**src/rtl/parity_locator_pkg.sv**
```systemverilog
package parity_locator_pkg;

  typedef enum logic {
    PH_COLLECT = 1'b0,
    PH_HOLD    = 1'b1
  } phase_t;

  typedef enum logic [1:0] {
    ROW_NONE = 2'd0,
    ROW_ONE  = 2'd1,
    ROW_MANY = 2'd2
  } row_tally_t;

endpackage

```
**src/rtl/plc_row_parity.sv**
```systemverilog
module plc_row_parity #(
  parameter int W = 8
) (
  input  logic [W-1:0] data,
  output logic         odd_ok
);
  // odd-parity row test: an odd count of ones passes
  always_comb begin
    odd_ok = 1'b0;
    for (int i = 0; i < W; i++) begin
      odd_ok = odd_ok ^ data[i];
    end
  end
endmodule

```
**src/rtl/plc_column_acc.sv**
```systemverilog
module plc_column_acc #(
  parameter int W = 8
) (
  input  logic         clk,
  input  logic         rst_n,
  input  logic         clear,
  input  logic         take,
  input  logic [W-1:0] data,
  output logic [W-1:0] acc_next
);
  logic [W-1:0] acc_q;
  logic         acc_en;

  always_comb begin
    acc_next = (clear ? '0 : acc_q) ^ (take ? data : '0);
    acc_en   = clear | take;
  end

  always_ff @(posedge clk or negedge rst_n) begin
    if (!rst_n) begin
      acc_q <= '0;
    end else if (acc_en) begin
      acc_q <= acc_next;
    end
  end
endmodule

```
**src/rtl/plc_frame_ctrl.sv**
```systemverilog
module plc_frame_ctrl
  import parity_locator_pkg::*;
#(
  parameter int DATA_BYTES = 12,
  parameter int IDX_W      = 4
) (
  input  logic             clk,
  input  logic             rst_n,
  input  logic             frame_start,
  input  logic             byte_valid,
  input  logic             row_bad,
  output logic             data_take,
  output logic             check_take,
  output row_tally_t       tally,
  output logic [IDX_W-1:0] first_bad
);
  localparam logic [IDX_W-1:0] CHK_IDX = IDX_W'(DATA_BYTES);

  phase_t           phase_q, phase_d, phase_base;
  logic [IDX_W-1:0] cnt_q, cnt_d, cnt_base;
  row_tally_t       tally_q, tally_d, tally_base;
  logic [IDX_W-1:0] first_q, first_d, first_base;
  logic             take, ctrl_en;

  always_comb begin
    phase_base = frame_start ? PH_COLLECT : phase_q;
    cnt_base   = frame_start ? '0 : cnt_q;
    tally_base = frame_start ? ROW_NONE : tally_q;
    first_base = frame_start ? '0 : first_q;

    take       = byte_valid && (phase_base == PH_COLLECT);
    data_take  = take && (cnt_base != CHK_IDX);
    check_take = take && (cnt_base == CHK_IDX);
    ctrl_en    = frame_start | take;

    phase_d = phase_base;
    cnt_d   = cnt_base;
    tally_d = tally_base;
    first_d = first_base;
    if (data_take) begin
      cnt_d = cnt_base + IDX_W'(1);
      if (row_bad) begin
        case (tally_base)
          ROW_NONE: begin
            tally_d = ROW_ONE;
            first_d = cnt_base;
          end
          default: tally_d = ROW_MANY;
        endcase
      end
    end
    if (check_take) begin
      phase_d = PH_HOLD;
    end
  end

  always_ff @(posedge clk or negedge rst_n) begin
    if (!rst_n) begin
      phase_q <= PH_COLLECT;
      cnt_q   <= '0;
      tally_q <= ROW_NONE;
      first_q <= '0;
    end else if (ctrl_en) begin
      phase_q <= phase_d;
      cnt_q   <= cnt_d;
      tally_q <= tally_d;
      first_q <= first_d;
    end
  end

  assign tally     = tally_q;
  assign first_bad = first_q;

  assert_count_bound_R9: assert property (@(posedge clk) disable iff (!rst_n)
    cnt_q <= CHK_IDX);

  assert_hold_ignores_R10: assert property (@(posedge clk) disable iff (!rst_n)
    (phase_q == PH_HOLD && !frame_start) |=> (phase_q == PH_HOLD) && $stable(cnt_q));

  assert_tally_sticky_R7: assert property (@(posedge clk) disable iff (!rst_n)
    (tally_q == ROW_MANY && !frame_start) |=> (tally_q == ROW_MANY));

  assert_restart_clears_R9: assert property (@(posedge clk) disable iff (!rst_n)
    (frame_start && !byte_valid) |=> (cnt_q == '0) && (tally_q == ROW_NONE));
endmodule

```
**src/rtl/plc_verdict.sv**
```systemverilog
module plc_verdict
  import parity_locator_pkg::*;
#(
  parameter int W          = 8,
  parameter int DATA_BYTES = 12,
  parameter int IDX_W      = 4,
  parameter int BIT_W      = 3
) (
  input  logic [W-1:0]     col_sum,
  input  row_tally_t       tally,
  input  logic [IDX_W-1:0] first_bad,
  output logic             detected,
  output logic             single,
  output logic [IDX_W-1:0] byte_idx,
  output logic [BIT_W-1:0] bit_idx
);
  localparam logic [IDX_W-1:0] CHK_IDX = IDX_W'(DATA_BYTES);

  logic [W-1:0]     col_fail;
  logic             no_col, one_col;
  logic [BIT_W-1:0] col_pos;

  // a column passes when its overall xor is 1 (odd count)
  assign col_fail = ~col_sum;

  always_comb begin
    col_pos = '0;
    for (int j = 0; j < W; j++) begin
      if (col_fail[j]) col_pos = BIT_W'(j);
    end
    no_col  = (col_fail == '0);
    one_col = $onehot(col_fail);

    detected = 1'b1;
    single   = 1'b0;
    byte_idx = '0;
    bit_idx  = '0;
    if (no_col && tally == ROW_NONE) begin
      detected = 1'b0;
    end else if (one_col && tally == ROW_ONE) begin
      single   = 1'b1;
      byte_idx = first_bad;
      bit_idx  = col_pos;
    end else if (one_col && tally == ROW_NONE) begin
      single   = 1'b1;
      byte_idx = CHK_IDX;
      bit_idx  = col_pos;
    end
  end
endmodule

```
**src/rtl/parity_locator.sv**
```systemverilog
module parity_locator
  import parity_locator_pkg::*;
#(
  parameter int DATA_BYTES = 12,
  parameter int BYTE_W     = 8,
  localparam int IDX_W     = $clog2(DATA_BYTES + 1),
  localparam int BIT_W     = $clog2(BYTE_W)
) (
  input  logic              clk,
  input  logic              rst_n,
  input  logic              start_of_frame,
  input  logic              byte_valid,
  input  logic [BYTE_W-1:0] byte_in,
  output logic              done,
  output logic              error_detected,
  output logic              single_error,
  output logic [IDX_W-1:0]  err_byte_idx,
  output logic [BIT_W-1:0]  err_bit_idx
);
  localparam logic [IDX_W-1:0] CHK_IDX = IDX_W'(DATA_BYTES);

  logic              row_ok, data_take, check_take;
  row_tally_t        tally;
  logic [IDX_W-1:0]  first_bad;
  logic [BYTE_W-1:0] col_next;
  logic              v_det, v_single;
  logic [IDX_W-1:0]  v_byte;
  logic [BIT_W-1:0]  v_bit;
  logic              res_en;
  logic              det_d, single_d;
  logic [IDX_W-1:0]  byte_d;
  logic [BIT_W-1:0]  bit_d;

  plc_row_parity #(.W(BYTE_W)) u_row (
    .data   (byte_in),
    .odd_ok (row_ok)
  );

  plc_frame_ctrl #(.DATA_BYTES(DATA_BYTES), .IDX_W(IDX_W)) u_ctrl (
    .clk         (clk),
    .rst_n       (rst_n),
    .frame_start (start_of_frame),
    .byte_valid  (byte_valid),
    .row_bad     (~row_ok),
    .data_take   (data_take),
    .check_take  (check_take),
    .tally       (tally),
    .first_bad   (first_bad)
  );

  plc_column_acc #(.W(BYTE_W)) u_cols (
    .clk      (clk),
    .rst_n    (rst_n),
    .clear    (start_of_frame),
    .take     (data_take | check_take),
    .data     (byte_in),
    .acc_next (col_next)
  );

  plc_verdict #(.W(BYTE_W), .DATA_BYTES(DATA_BYTES), .IDX_W(IDX_W), .BIT_W(BIT_W)) u_verdict (
    .col_sum   (col_next),
    .tally     (tally),
    .first_bad (first_bad),
    .detected  (v_det),
    .single    (v_single),
    .byte_idx  (v_byte),
    .bit_idx   (v_bit)
  );

  always_comb begin
    res_en   = check_take | start_of_frame;
    det_d    = check_take ? v_det    : 1'b0;
    single_d = check_take ? v_single : 1'b0;
    byte_d   = check_take ? v_byte   : '0;
    bit_d    = check_take ? v_bit    : '0;
  end

  always_ff @(posedge clk or negedge rst_n) begin
    if (!rst_n) begin
      done <= 1'b0;
    end else begin
      done <= check_take;
    end
  end

  always_ff @(posedge clk or negedge rst_n) begin
    if (!rst_n) begin
      error_detected <= 1'b0;
      single_error   <= 1'b0;
      err_byte_idx   <= '0;
      err_bit_idx    <= '0;
    end else if (res_en) begin
      error_detected <= det_d;
      single_error   <= single_d;
      err_byte_idx   <= byte_d;
      err_bit_idx    <= bit_d;
    end
  end

  assert_done_pulse_R8: assert property (@(posedge clk) disable iff (!rst_n)
    done |=> !done);

  assert_single_implies_detect_R5: assert property (@(posedge clk) disable iff (!rst_n)
    single_error |-> error_detected);

  assert_index_range_R6: assert property (@(posedge clk) disable iff (!rst_n)
    single_error |-> (err_byte_idx <= CHK_IDX));

  assert_verdict_hold_R8: assert property (@(posedge clk) disable iff (!rst_n)
    (!start_of_frame && !check_take) |=>
      $stable({error_detected, single_error, err_byte_idx, err_bit_idx}));

  assert_restart_clears_out_R9: assert property (@(posedge clk) disable iff (!rst_n)
    (start_of_frame && !check_take) |=> (!error_detected && !single_error && !done));

  assert_clean_quiet_R7: assert property (@(posedge clk) disable iff (!rst_n)
    (!error_detected) |-> (!single_error && err_byte_idx == '0 && err_bit_idx == '0));
endmodule

```
**config.mk**
```make
export PLATFORM = sky130hd
export DESIGN_NAME = parity_locator
export DESIGN_NICKNAME = d
export VERILOG_FILES = /design/src/rtl/parity_locator_pkg.sv /design/src/rtl/plc_row_parity.sv /design/src/rtl/plc_column_acc.sv /design/src/rtl/plc_frame_ctrl.sv /design/src/rtl/plc_verdict.sv /design/src/rtl/parity_locator.sv
export SDC_FILE = /design/constraint.sdc
export NUM_CORES = 1
export LEC_CHECK = 0
export BUFFER_PORTS_ARGS = -buffer_cell sky130_fd_sc_hd__clkbuf_2
export CAP_MARGIN = 20
export CORE_UTILIZATION = 55
export DETAILED_ROUTE_END_ITERATION = 10
export PLACE_DENSITY = 0.76
export SLEW_MARGIN = 0
export SYNTH_ARGS = -nofsm -noshare
export SYNTH_HDL_FRONTEND = slang
export SYNTH_SLANG_ARGS = --single-unit
```
**constraint.sdc**
```tcl
create_clock -name clk -period 4.75 [get_ports clk]
set_clock_uncertainty 0.1 [all_clocks]
set_input_delay 0.7125 -clock clk [delete_from_list [all_inputs] [get_ports clk]]
set_output_delay 0.7125 -clock clk [all_outputs]
set_load 0.01 [all_outputs]
```
==> summary.md, run 1 <==
| Metric | Value |
|---|---|
| RSZ-0062 raised after global routing | no |
| CP delay by family, top | adder cells |
| Hold crit path type | input port to async pin |
| Cell Rows | 20 |
| Synth area leaders | dfrtp_1, ha_1, fa_1 |
| Initial Utilization | 0.5851 |
| Vias in the first global route | 1411 |
| Worst-Skew Late Latency | 0.33 ns |
| Syn Nets | 200 |
| Post-synth top area cell | dfrtp_1 |
| CTS root buf | clkbuf_4 |
| Crit-path max cell delay | 0.66 ns |
| Max-slew headroom | 0.5257 |
| Port Buffers | 21 |
| FF+latch count, synth | 29 |
| Detail Route Antenna Nets | 0 |
| Clk buf depth | 2 |
| Crit-path max FO | 18 |
| Critical path arrival | roughly 4.4 ns |
| First-pass DRT Iterations | 4 |
| Crit. End Element | flop |
| First-pass GRT wire length | 6.458 mm |
| Avg Inst Size Synth | 10.37 um2 |
| Status | complete, no violations |
| Post-route DRC | 0 |
| Layout fillers | 279 |
| Post-Syn Area | 1815 um2 |
| Post-synth cell types | 40 |
| Worst path slowest cell | dfrtp_1 |
| Yosys warns | 0 |
| GPL Wtd Cong | 0.8487 |
| Core ar. | 3103 um2 |
| Syn Inst Count | ~180 |
| Chip Width | 59.46 um |
| Hold slack | 0.3107 ns |
| Max H-tree Level | 2 |
| Max-Cap Viols | 0 |
| WL final | 3.797 mm |
| Nets@finish | 224 |
| Initial DRC count | 90 |
| Die area | around 3500 um2 |
| Critical path required time | 4.91 ns |
| P per Cell Area | 334.7 nW/um2 |
| Num CTS Buffers | 5 |
| CTS resizes | 0 |
| Total GRT Usage | 0.2541 |
| Minimum clock period | 4.251 ns |
| Crit-path cells | nor2b_1 > and2_1 > o21ai_1 > inv_1 > ha_1 > fa_1 > inv_1 > fa_1 > inv_1 > ha_1 > fa_1 > nor4_1 > o211a_2 > a32o_1 |
| Clk sinks | 29 |
| CTS tree | yes |
| Reg2Reg Setup Slack | ~0.50 ns |
| Routed len/inst | about 16 um |
| Clk pin slew, worst setup/hold paths | around 0.1 ns |
| Final setup fails | 0 |
| Vias per cell | 5.803 |
| CP Buf/Inv Count | 3 |
| Area grow syn2layout | 13.09% |
| DP Wirelength | about 2.8 mm |
| FF-to-FF End | err_byte_idx[0] |
| Worst-margin pin slew | approximately 0.7 ns |
| Via Count | 1416 |
| TNS Setup | 0 ns |
| Crit Reg-Reg Startpoint | u_ctrl.phase_q |
| Post-synth EDFFs | 0 |
| Hold buffers post-CTS | 0 |
| Post-CTS Setup Bufs | 0 |
| Class of the most critical setup path | flop to flop |
| Ant diodes | 0 |
| Commonest register cell after synthesis | dfrtp_1 |
| Total grt overflow | 0 |
| Ports | 22 |
| R2r worst-path depth | 14 |
| Largest net degree at the start of global routing | 30 |
| Antenna violations before repair | 0 |
| Die Ht | 59.46 um |
| Final period util | 0.8949 |
| Share of layout cells above drive strength 1 | 0.2200 |
| Final hold vios | 0 |
| Ys async rst share | 1.000 |
| Startpoint types | flop |
| Leakage | ~1.0 nW |
| Worst VDD drop | between 0.0002 and 0.0003 V |
| Slew Limit Fails | 0 |
| Synth top area share | 0.3997 |
| Top achievable clock speed | about 240 MHz |
| Sequential share of the synthesized area | 0.3997 |
## cells in the final DEF, fill, tap and decap left out, types with 5 or more instances in the layout
cell type and count:
dfrtp_1 29, clkbuf_2 21, inv_1 18, nand2_1 10
xnor2_1 9, ha_1 9, nand3b_1 7, and3_1 6
nor2b_1 6, nor2_1 6, o21ai_0 6, a311o_1 5
a22o_1 5, clkbuf_4 5
## flip-flops by register name (all words and copies together) (netlist names)
| signal | cells |
|---|---|
| done | 1 |
| err_bit_idx | 3 |
| err_byte_idx | 4 |
| error_detected | 1 |
| single_error | 1 |
| u_cols.acc_q | 8 |
| u_ctrl.cnt_q | 4 |
| u_ctrl.first_bad | 4 |
| u_ctrl.phase_q | 1 |
| u_ctrl.tally | 2 |
## metal layers
layer | vias to the layer above | track usage | routed length (um) | share of wire
li1 | 678 | - | - | -
met1 | 704 | 0.3357 | 1807 | 0.48
met4 | 0 | 0.09184 | 66 | 0.017
met5 | - | 0 | 0 | 0
met3 | 7 | 0.06332 | 132 | 0.035
met2 | 27 | 0.4045 | 1789 | 0.47
## worst max-delay path by stage
stage,from,end,slack (ns),cells past startpoint
6_report,u_ctrl.phase_q,err_byte_idx[0],0.50,14
5_1_grt,u_ctrl.phase_q,err_byte_idx[0],0.25,14
4_1_cts,u_ctrl.phase_q,err_byte_idx[0],0.52,14
3_5_place_dp,byte_valid,err_byte_idx[0],0.17,15
3_3_place_gp,byte_valid,err_byte_idx[0],0.35,15
2_1_floorplan,byte_valid,err_byte_idx[0],0.63,13
## per-stage QoR
step	area (um2)	std cells	setup slack, ns	util	power (mW)
after floorplan	1815	175	0.6332	-	0.4235
after global placement	1968	236	0.3466	0.6343	0.4652
after detailed placement	1968	236	0.1729	0.6343	0.4784
after CTS	2053	244	0.5170	0.6617	0.6954
after global routing	2053	244	0.2511	0.6617	0.7303
final	2053	244	0.4993	0.6617	0.6872
## report_power, final
part | leakage [nW] | switching (mW) | total [mW] | internal [mW]
clock | 0.0455 | 0.0902 | 0.216 | 0.126
combinational | 0.583 | 0.111 | 0.194 | 0.0837
sequential | 0.388 | 0.0139 | 0.277 | 0.263
## cells by family after synthesis
kind of cell | synth area share
adder cells (fa/ha/maj) | 0.1061
flip-flops | 0.3997
XOR/XNOR | 0.05307
AO/OA/AOI/OAI | 0.1723
multiplexers | 0.008268
buffers and inverters | 0.05581
AND/OR/NAND/NOR | 0.2047
## cells in the mapped netlist, drive strengths merged, types with 5 or more instances
| cell type | count |
|---|---|
| inv | 18 |
| nor2b | 6 |
| a311o | 6 |
| nor2 | 6 |
| a22o | 5 |
| xnor2 | 9 |
| o21ai | 7 |
| and3 | 6 |
| dfrtp | 29 |
| ha | 9 |
| nand2 | 10 |
| nand3b | 7 |
## area by class of cell
type | count | area (um2) | share of cell area
clock buffer | 7 | 55.05 | 0.02681
sequential | 29 | 725.7 | 0.3534
clock inverter | 1 | 30.03 | 0.01463
timing repair buffer | 24 | 127.6 | 0.06216
tap | 44 | 55.05 | 0.02681
multi-input combinational | 120 | 988.4 | 0.4814
inverter | 19 | 71.32 | 0.03473
Power figures use the tool's default switching activity.
==> run 2: changes to the inputs <==
clock period = 4.8 ns   (was 4.75 ns; I/O delays follow)
==> summary.md, run 2 (synthesis results as in run 1) <==
| Metric | Value |
|---|---|
| Sw Pwr | 212.9 uW (was 214.9 uW) |
| Initial Utilization | 0.5851 (unchanged) |
| First-pass DRT Iterations | 4 (unchanged) |
| Routed len/inst | 15.85 um (was 15.56 um) |
| Hold crit path type | input port to async pin (unchanged) |
| Status | complete, no violations (unchanged) |
| Via Count | 1406 (was 1416) |
| Share of layout cells above drive strength 1 | 0.2211 (was 0.2200) |
| Multi-input logic area | 988.4 um2 (unchanged) |
| Commonest non-fill, non-tap cell in the layout | dfrtp_1 (unchanged) |
| Final design utilization | 0.6496 (was 0.6617) |
| Cell Rows | 20 (unchanged) |
| Startpoint types | input port (was flop) |
| Slew Limit Fails | 0 (unchanged) |
| RSZ-0062 raised after global routing | no (unchanged) |
| Final hold vios | 0 (unchanged) |
| Final period util | 0.9061 |
| Max-slew headroom | 0.5231 (was 0.5257) |
| Top achievable clock speed | 229.9 MHz |
| Area grow syn2layout | 11.03% (was 13.09%) |
| Largest net degree at the start of global routing | 30 (unchanged) |
| Port Buffers | 21 (unchanged) |
| Crit. End Element | flop (unchanged) |
| Max-Cap Viols | 0 (unchanged) |
| Critical path arrival | 4.50 ns (was 4.41 ns) |
| Layout fillers | 274 (was 279) |
| Class of the most critical setup path | input port to flop (was flop to flop) |
| Nets@finish | 223 (was 224) |
| Max reg flops | 8 (unchanged) |
| Comb power frac | 0.317 (was 0.283) |
| DP Wirelength | 2.915 mm (was 2.836 mm) |
| Die area | 3535 um2 (unchanged) |
| Ports | 22 (unchanged) |
| First-pass GRT wire length | 6.720 mm (was 6.458 mm) |
| Worst-Skew Late Latency | 0.32 ns (was 0.33 ns) |
| Int Power | 398.1 uW (was 472.3 uW) |
| CTS tree | yes (unchanged) |
| Clk buf depth | 2 (unchanged) |
| Total grt overflow | 0 (unchanged) |
| WL final | 3.851 mm (was 3.797 mm) |
| Clk sinks | 29 (unchanged) |
| Core ar. | 3103 um2 (unchanged) |
| TNS Setup | 0 ns (unchanged) |
| Antenna violations before repair | 0 (unchanged) |
| Num CTS Buffers | 5 (unchanged) |
| CTS resizes | 0 (unchanged) |
| Pre-CTS WS | 0.1116 ns (was 0.1729 ns) |
| Vias per cell | 5.786 (was 5.803) |
| Tot Pwr | 611.0 uW (was 687.2 uW) |
| Hold buffers post-CTS | 0 (unchanged) |
| Final setup fails | 0 (unchanged) |
| Total GRT Usage | 0.2627 (was 0.2541) |
| Clk pwr share | 0.235 (was 0.314) |
| Minimum clock period | 4.349 ns |
| Detail Route Antenna Nets | 0 (unchanged) |
| Critical path required time | 4.95 ns (was 4.91 ns) |
| Max H-tree Level | 2 (unchanged) |
| Worst VDD drop | 0.0001655 V (was 0.0002512 V) |
| Commonest cells after routing, fill and taps aside | dfrtp_1, clkbuf_2, inv_1 (unchanged) |
| R2r worst-path depth | 14 (unchanged) |
| GPL Wtd Cong | 0.8588 (was 0.8487) |
| Die Ht | 59.46 um (unchanged) |
| CTS root buf | clkbuf_4 (unchanged) |
| Ant diodes | 0 (unchanged) |
| Crit-path max FO | 26 (was 18) |
| Most flop-heavy register | u_cols.acc_q (unchanged) |
| Sequential Power Share | 0.448 (was 0.403) |
| Vias in the first global route | 1435 (was 1411) |
| Leakage | 0.9971 nW (was 1.016 nW) |
| Register Area | 725.7 um2 (unchanged) |
| Worst-margin pin slew | 0.7153 ns (was 0.7115 ns) |
| P per Cell Area | 303.1 nW/um2 (was 334.7 nW/um2) |
| Sw frac | 0.3484 (was 0.3127) |
| Initial DRC count | 117 (was 90) |
| Clk pin slew, worst setup/hold paths | 0.10 ns (about the same) |
| Final worst slack | 0.4506 ns (was 0.4993 ns) |
| Post-route DRC | 0 (unchanged) |
| Hold slack | 0.3330 ns (was 0.3107 ns) |
| Chip Width | 59.46 um (unchanged) |
| Post-CTS Setup Bufs | 0 (unchanged) |
[run 2: through the flow]
stage / std cells / instance area (um2)
after detailed placement: 235 / 1961
after CTS: 243 / 2016
final: 243 / 2016
after global routing: 243 / 2016
after floorplan: 175 / 1815
after global placement: 235 / 1961
[run 2: worst max-delay path: stages]
cell      delay (ns)
clkbuf_2        0.26
nor2b_1         0.24
and2_1          0.20
o21ai_1         0.26
inv_1           0.12
ha_1            0.22
fa_1            0.48
inv_1           0.06
fa_1            0.53
inv_1           0.04
ha_1            0.19
fa_1            0.42
nor4_1          0.23
o211a_2         0.32
a32o_1          0.20
[run 2: layout make-up]
type,instances,area share
sequential,29,0.3600
timing repair buffer,23,0.05959
clock buffer,5,0.01862
inverter,19,0.03538
multi-input combinational,120,0.4904
clock inverter,3,0.008690
tap,44,0.02731
[run 2: worst paths after layout]
check | from | endpoint | slack, ns
worst max-delay path | byte_valid | err_byte_idx[0] | 0.45
max in group asynchronous | rst_n | err_byte_idx[3] | 3.80
min in group clk | single_error | single_error | 0.38
worst max register to register | u_ctrl.phase_q | err_byte_idx[0] | 0.54
worst min-delay path | rst_n | u_ctrl.cnt_q[3] | 0.33
worst min register to register | single_error | single_error | 0.38
[run 2: power by group through the flow]
stage | combinational, mW | clock (mW) | sequential, mW
5_1_grt | 0.223 | 0.158 | 0.276
4_1_cts | 0.199 | 0.145 | 0.274
6_report | 0.193 | 0.144 | 0.274
2_1_floorplan | 0.145 | 0 | 0.274
3_3_place_gp | 0.182 | 0 | 0.278
3_5_place_dp | 0.198 | 0 | 0.278
[run 2: metal layers]
layer / GRT usage / vias to the layer above / part of all wire
met4: 0.08503 / 0 / 0.010
met1: 0.3484 / 705 / 0.46
li1: - / 670 / -
met2: 0.4254 / 27 / 0.49
met5: 0 / - / 0
met3: 0.05895 / 4 / 0.037
==> run 3: changes to the inputs <==
CORE_ASPECT_RATIO = 0.9   (was not set)
SETUP_SLACK_MARGIN = 0.15   (was not set)
==> summary.md, run 3 (synthesis results as in run 1) <==
| Metric | Value |
|---|---|
| Largest net degree at the start of global routing | 30 (unchanged) |
| Slew Limit Fails | 0 (unchanged) |
| Int Power | 467.9 uW (was 398.1 uW) |
| RSZ-0062 raised after global routing | no (unchanged) |
| Antenna violations before repair | 0 (unchanged) |
| Clk pwr share | 0.309 (was 0.235) |
| Core ar. | 3090 um2 (was 3103 um2) |
| FF-to-FF End | err_byte_idx[0] (unchanged) |
| DP Area | 1966 um2 (was 1961 um2) |
| CTS tree | yes (unchanged) |
| Pre-CTS WS | 0.1678 ns (was 0.1116 ns) |
| Class of the most critical setup path | input port to flop (unchanged) |
| Final period util | 0.8945 (was 0.9061) |
| Top achievable clock speed | 232.9 MHz (was 229.9 MHz) |
| Worst path slowest cell | fa_1 (unchanged) |
| Max reg flops | 8 (unchanged) |
| Hold crit path type | input port to async pin (unchanged) |
| CTS root buf | clkbuf_4 (unchanged) |
| Final worst slack | 0.5062 ns (was 0.4506 ns) |
| Area grow syn2layout | 12.96% (was 11.03%) |
| Detail Route Antenna Nets | 0 (unchanged) |
| Nets@finish | 224 (was 223) |
| Critical path required time | 4.96 ns (was 4.95 ns) |
| R2r worst-path depth | 14 (unchanged) |
| Max H-tree Level | 2 (unchanged) |
| Max-slew headroom | 0.5254 (was 0.5231) |
| Crit-path max cell delay | 0.53 ns (about the same) |
| Routed len/inst | 15.69 um (was 15.85 um) |
| Status | complete, no violations (unchanged) |
| Startpoint types | input port (unchanged) |
| Most flop-heavy register | u_cols.acc_q (unchanged) |
| Fin area | 2051 um2 (was 2016 um2) |
| Worst VDD drop | 0.0001866 V (was 0.0001655 V) |
| Vias in the first global route | 1458 (was 1435) |
| Num CTS Buffers | 5 (unchanged) |
| Sequential Power Share | 0.403 (was 0.448) |
| Crit-path max FO | 20 (was 26) |
| Clk sinks | 29 (unchanged) |
| Cell Rows | 19 (was 20) |
| Post-CTS Setup Bufs | 0 (unchanged) |
| Clk buf depth | 2 (unchanged) |
| Final hold vios | 0 (unchanged) |
| Initial Utilization | 0.5874 (was 0.5851) |
| Comb power frac | 0.288 (was 0.317) |
| Commonest cells after routing, fill and taps aside | dfrtp_1, clkbuf_2, inv_1 (unchanged) |
| Ant diodes | 0 (unchanged) |
| Worst-Skew Late Latency | 0.33 ns (was 0.32 ns) |
| CTS resizes | 0 (unchanged) |
| CP delay by family, top | adder cells (unchanged) |
| Sw Pwr | 211.6 uW (was 212.9 uW) |
| Max-Cap Viols | 0 (unchanged) |
| Ports | 22 (unchanged) |
| Clk pin slew, worst setup/hold paths | 0.10 ns (about the same) |
| Post-route DRC | 0 (unchanged) |
| CP Buf/Inv Count | 4 (unchanged) |
| Vias per cell | 5.901 (was 5.786) |
| Finished Layout Cells | 242 (was 243) |
| Placed cell count | 234 (was 235) |
| Layout fillers | 248 (was 274) |
| Reg2Reg Setup Slack | 0.56 ns (was 0.54 ns) |
| TNS Setup | 0 ns (unchanged) |
| Initial DRC count | 114 (was 117) |
| Crit. End Element | flop (unchanged) |
| P per Cell Area | 331.4 nW/um2 (was 303.1 nW/um2) |
| Share of layout cells above drive strength 1 | 0.2200 (was 0.2211) |
| WL final | 3.798 mm (was 3.851 mm) |
| DP Wirelength | 2.833 mm (was 2.915 mm) |
| First-pass GRT wire length | 6.541 mm (was 6.720 mm) |
| Final setup fails | 0 (unchanged) |
| Crit-path cells | clkbuf_2 > nor2b_1 > and2_1 > o21ai_1 > inv_1 > ha_1 > fa_1 > inv_1 > fa_1 > inv_1 > ha_1 > fa_1 > nor4_1 > o211a_2 > a32o_1 (unchanged) |
| Port Buffers | 21 (unchanged) |
| Minimum clock period | 4.294 ns (was 4.349 ns) |
| Via Count | 1428 (was 1406) |
| Commonest non-fill, non-tap cell in the layout | dfrtp_1 (unchanged) |
| Die Ht | 56.51 um (was 59.46 um) |
| First-pass DRT Iterations | 4 (unchanged) |
| Leakage | 1.016 nW (was 0.9971 nW) |
| GPL Wtd Cong | 0.8169 (was 0.8588) |
| Sw frac | 0.3114 (was 0.3484) |
| Critical path arrival | 4.46 ns (was 4.50 ns) |
| Total GRT Usage | 0.2420 (was 0.2627) |
| Chip Width | 62.56 um (was 59.46 um) |
| Hold buffers post-CTS | 0 (unchanged) |
| Worst-margin pin slew | 0.7118 ns (was 0.7153 ns) |
| Total grt overflow | 0 (unchanged) |
| Die area | 3535 um2 (about the same) |
| Crit Reg-Reg Startpoint | u_ctrl.phase_q (unchanged) |
run 3: worst reg2reg max path, stage by stage (launching register included):
cell and delay (ns):
dfrtp_1 0.64, nor2b_1 0.13, and2_1 0.19, o21ai_1 0.25, inv_1 0.11, ha_1 0.20
fa_1 0.48, inv_1 0.06, fa_1 0.53, inv_1 0.04, ha_1 0.19, fa_1 0.44
nor4_1 0.29, o211a_2 0.33, a32o_1 0.19
run 3: how the worst max path moves through the flow:
stage                               from               to  slack, ns  depth (start not counted)
after floorplan               byte_valid  err_byte_idx[0]       0.68                         13
after global placement    start_of_frame  err_byte_idx[1]       0.33                         16
after detailed placement  start_of_frame  err_byte_idx[0]       0.17                         16
after CTS                     byte_valid  err_byte_idx[0]       0.51                         15
after global routing      u_ctrl.phase_q  err_byte_idx[0]       0.29                         14
final                         byte_valid  err_byte_idx[0]       0.51                         15
run 3: stage by stage:
stage	utilization	hold slack [ns]	power, mW
floorplan	-	0.3244	0.4190
global placement	0.6360	0.3684	0.4599
detailed placement	0.6360	0.3710	0.4761
CTS	0.6636	0.3493	0.6857
global route	0.6636	0.3734	0.7237
finish	0.6636	0.3223	0.6796
run 3: layout make-up:
cell class              instances  area [um2]  area share
well taps                      42       52.55     0.02563
multi-input cells             120       988.4      0.4820
clock buffers                   7       55.05     0.02685
flip-flops and latches         29       725.7      0.3539
inverters                      19       71.32     0.03478
clock inverters                 1       30.03     0.01464
repair buffers                 24       127.6     0.06223
run 3: metal layers:
| metal | track usage | up-vias | part of all wire |
|---|---|---|---|
| li1 | - | 675 | - |
| met2 | 0.3929 | 34 | 0.47 |
| met4 | 0.09967 | 0 | 0.022 |
| met5 | 0 | - | 0 |
| met3 | 0.04878 | 8 | 0.044 |
| met1 | 0.3169 | 711 | 0.46 |
run 3: power by group through the flow:
| stage | Sequential [mW] | Clock [mW] | Combinational [mW] |
|---|---|---|---|
| finish | 0.274 | 0.210 | 0.196 |
| detailed placement | 0.278 | 0 | 0.198 |
| floorplan | 0.274 | 0 | 0.145 |
| global route | 0.277 | 0.224 | 0.223 |
| global placement | 0.277 | 0 | 0.183 |
| CTS | 0.273 | 0.213 | 0.199 |
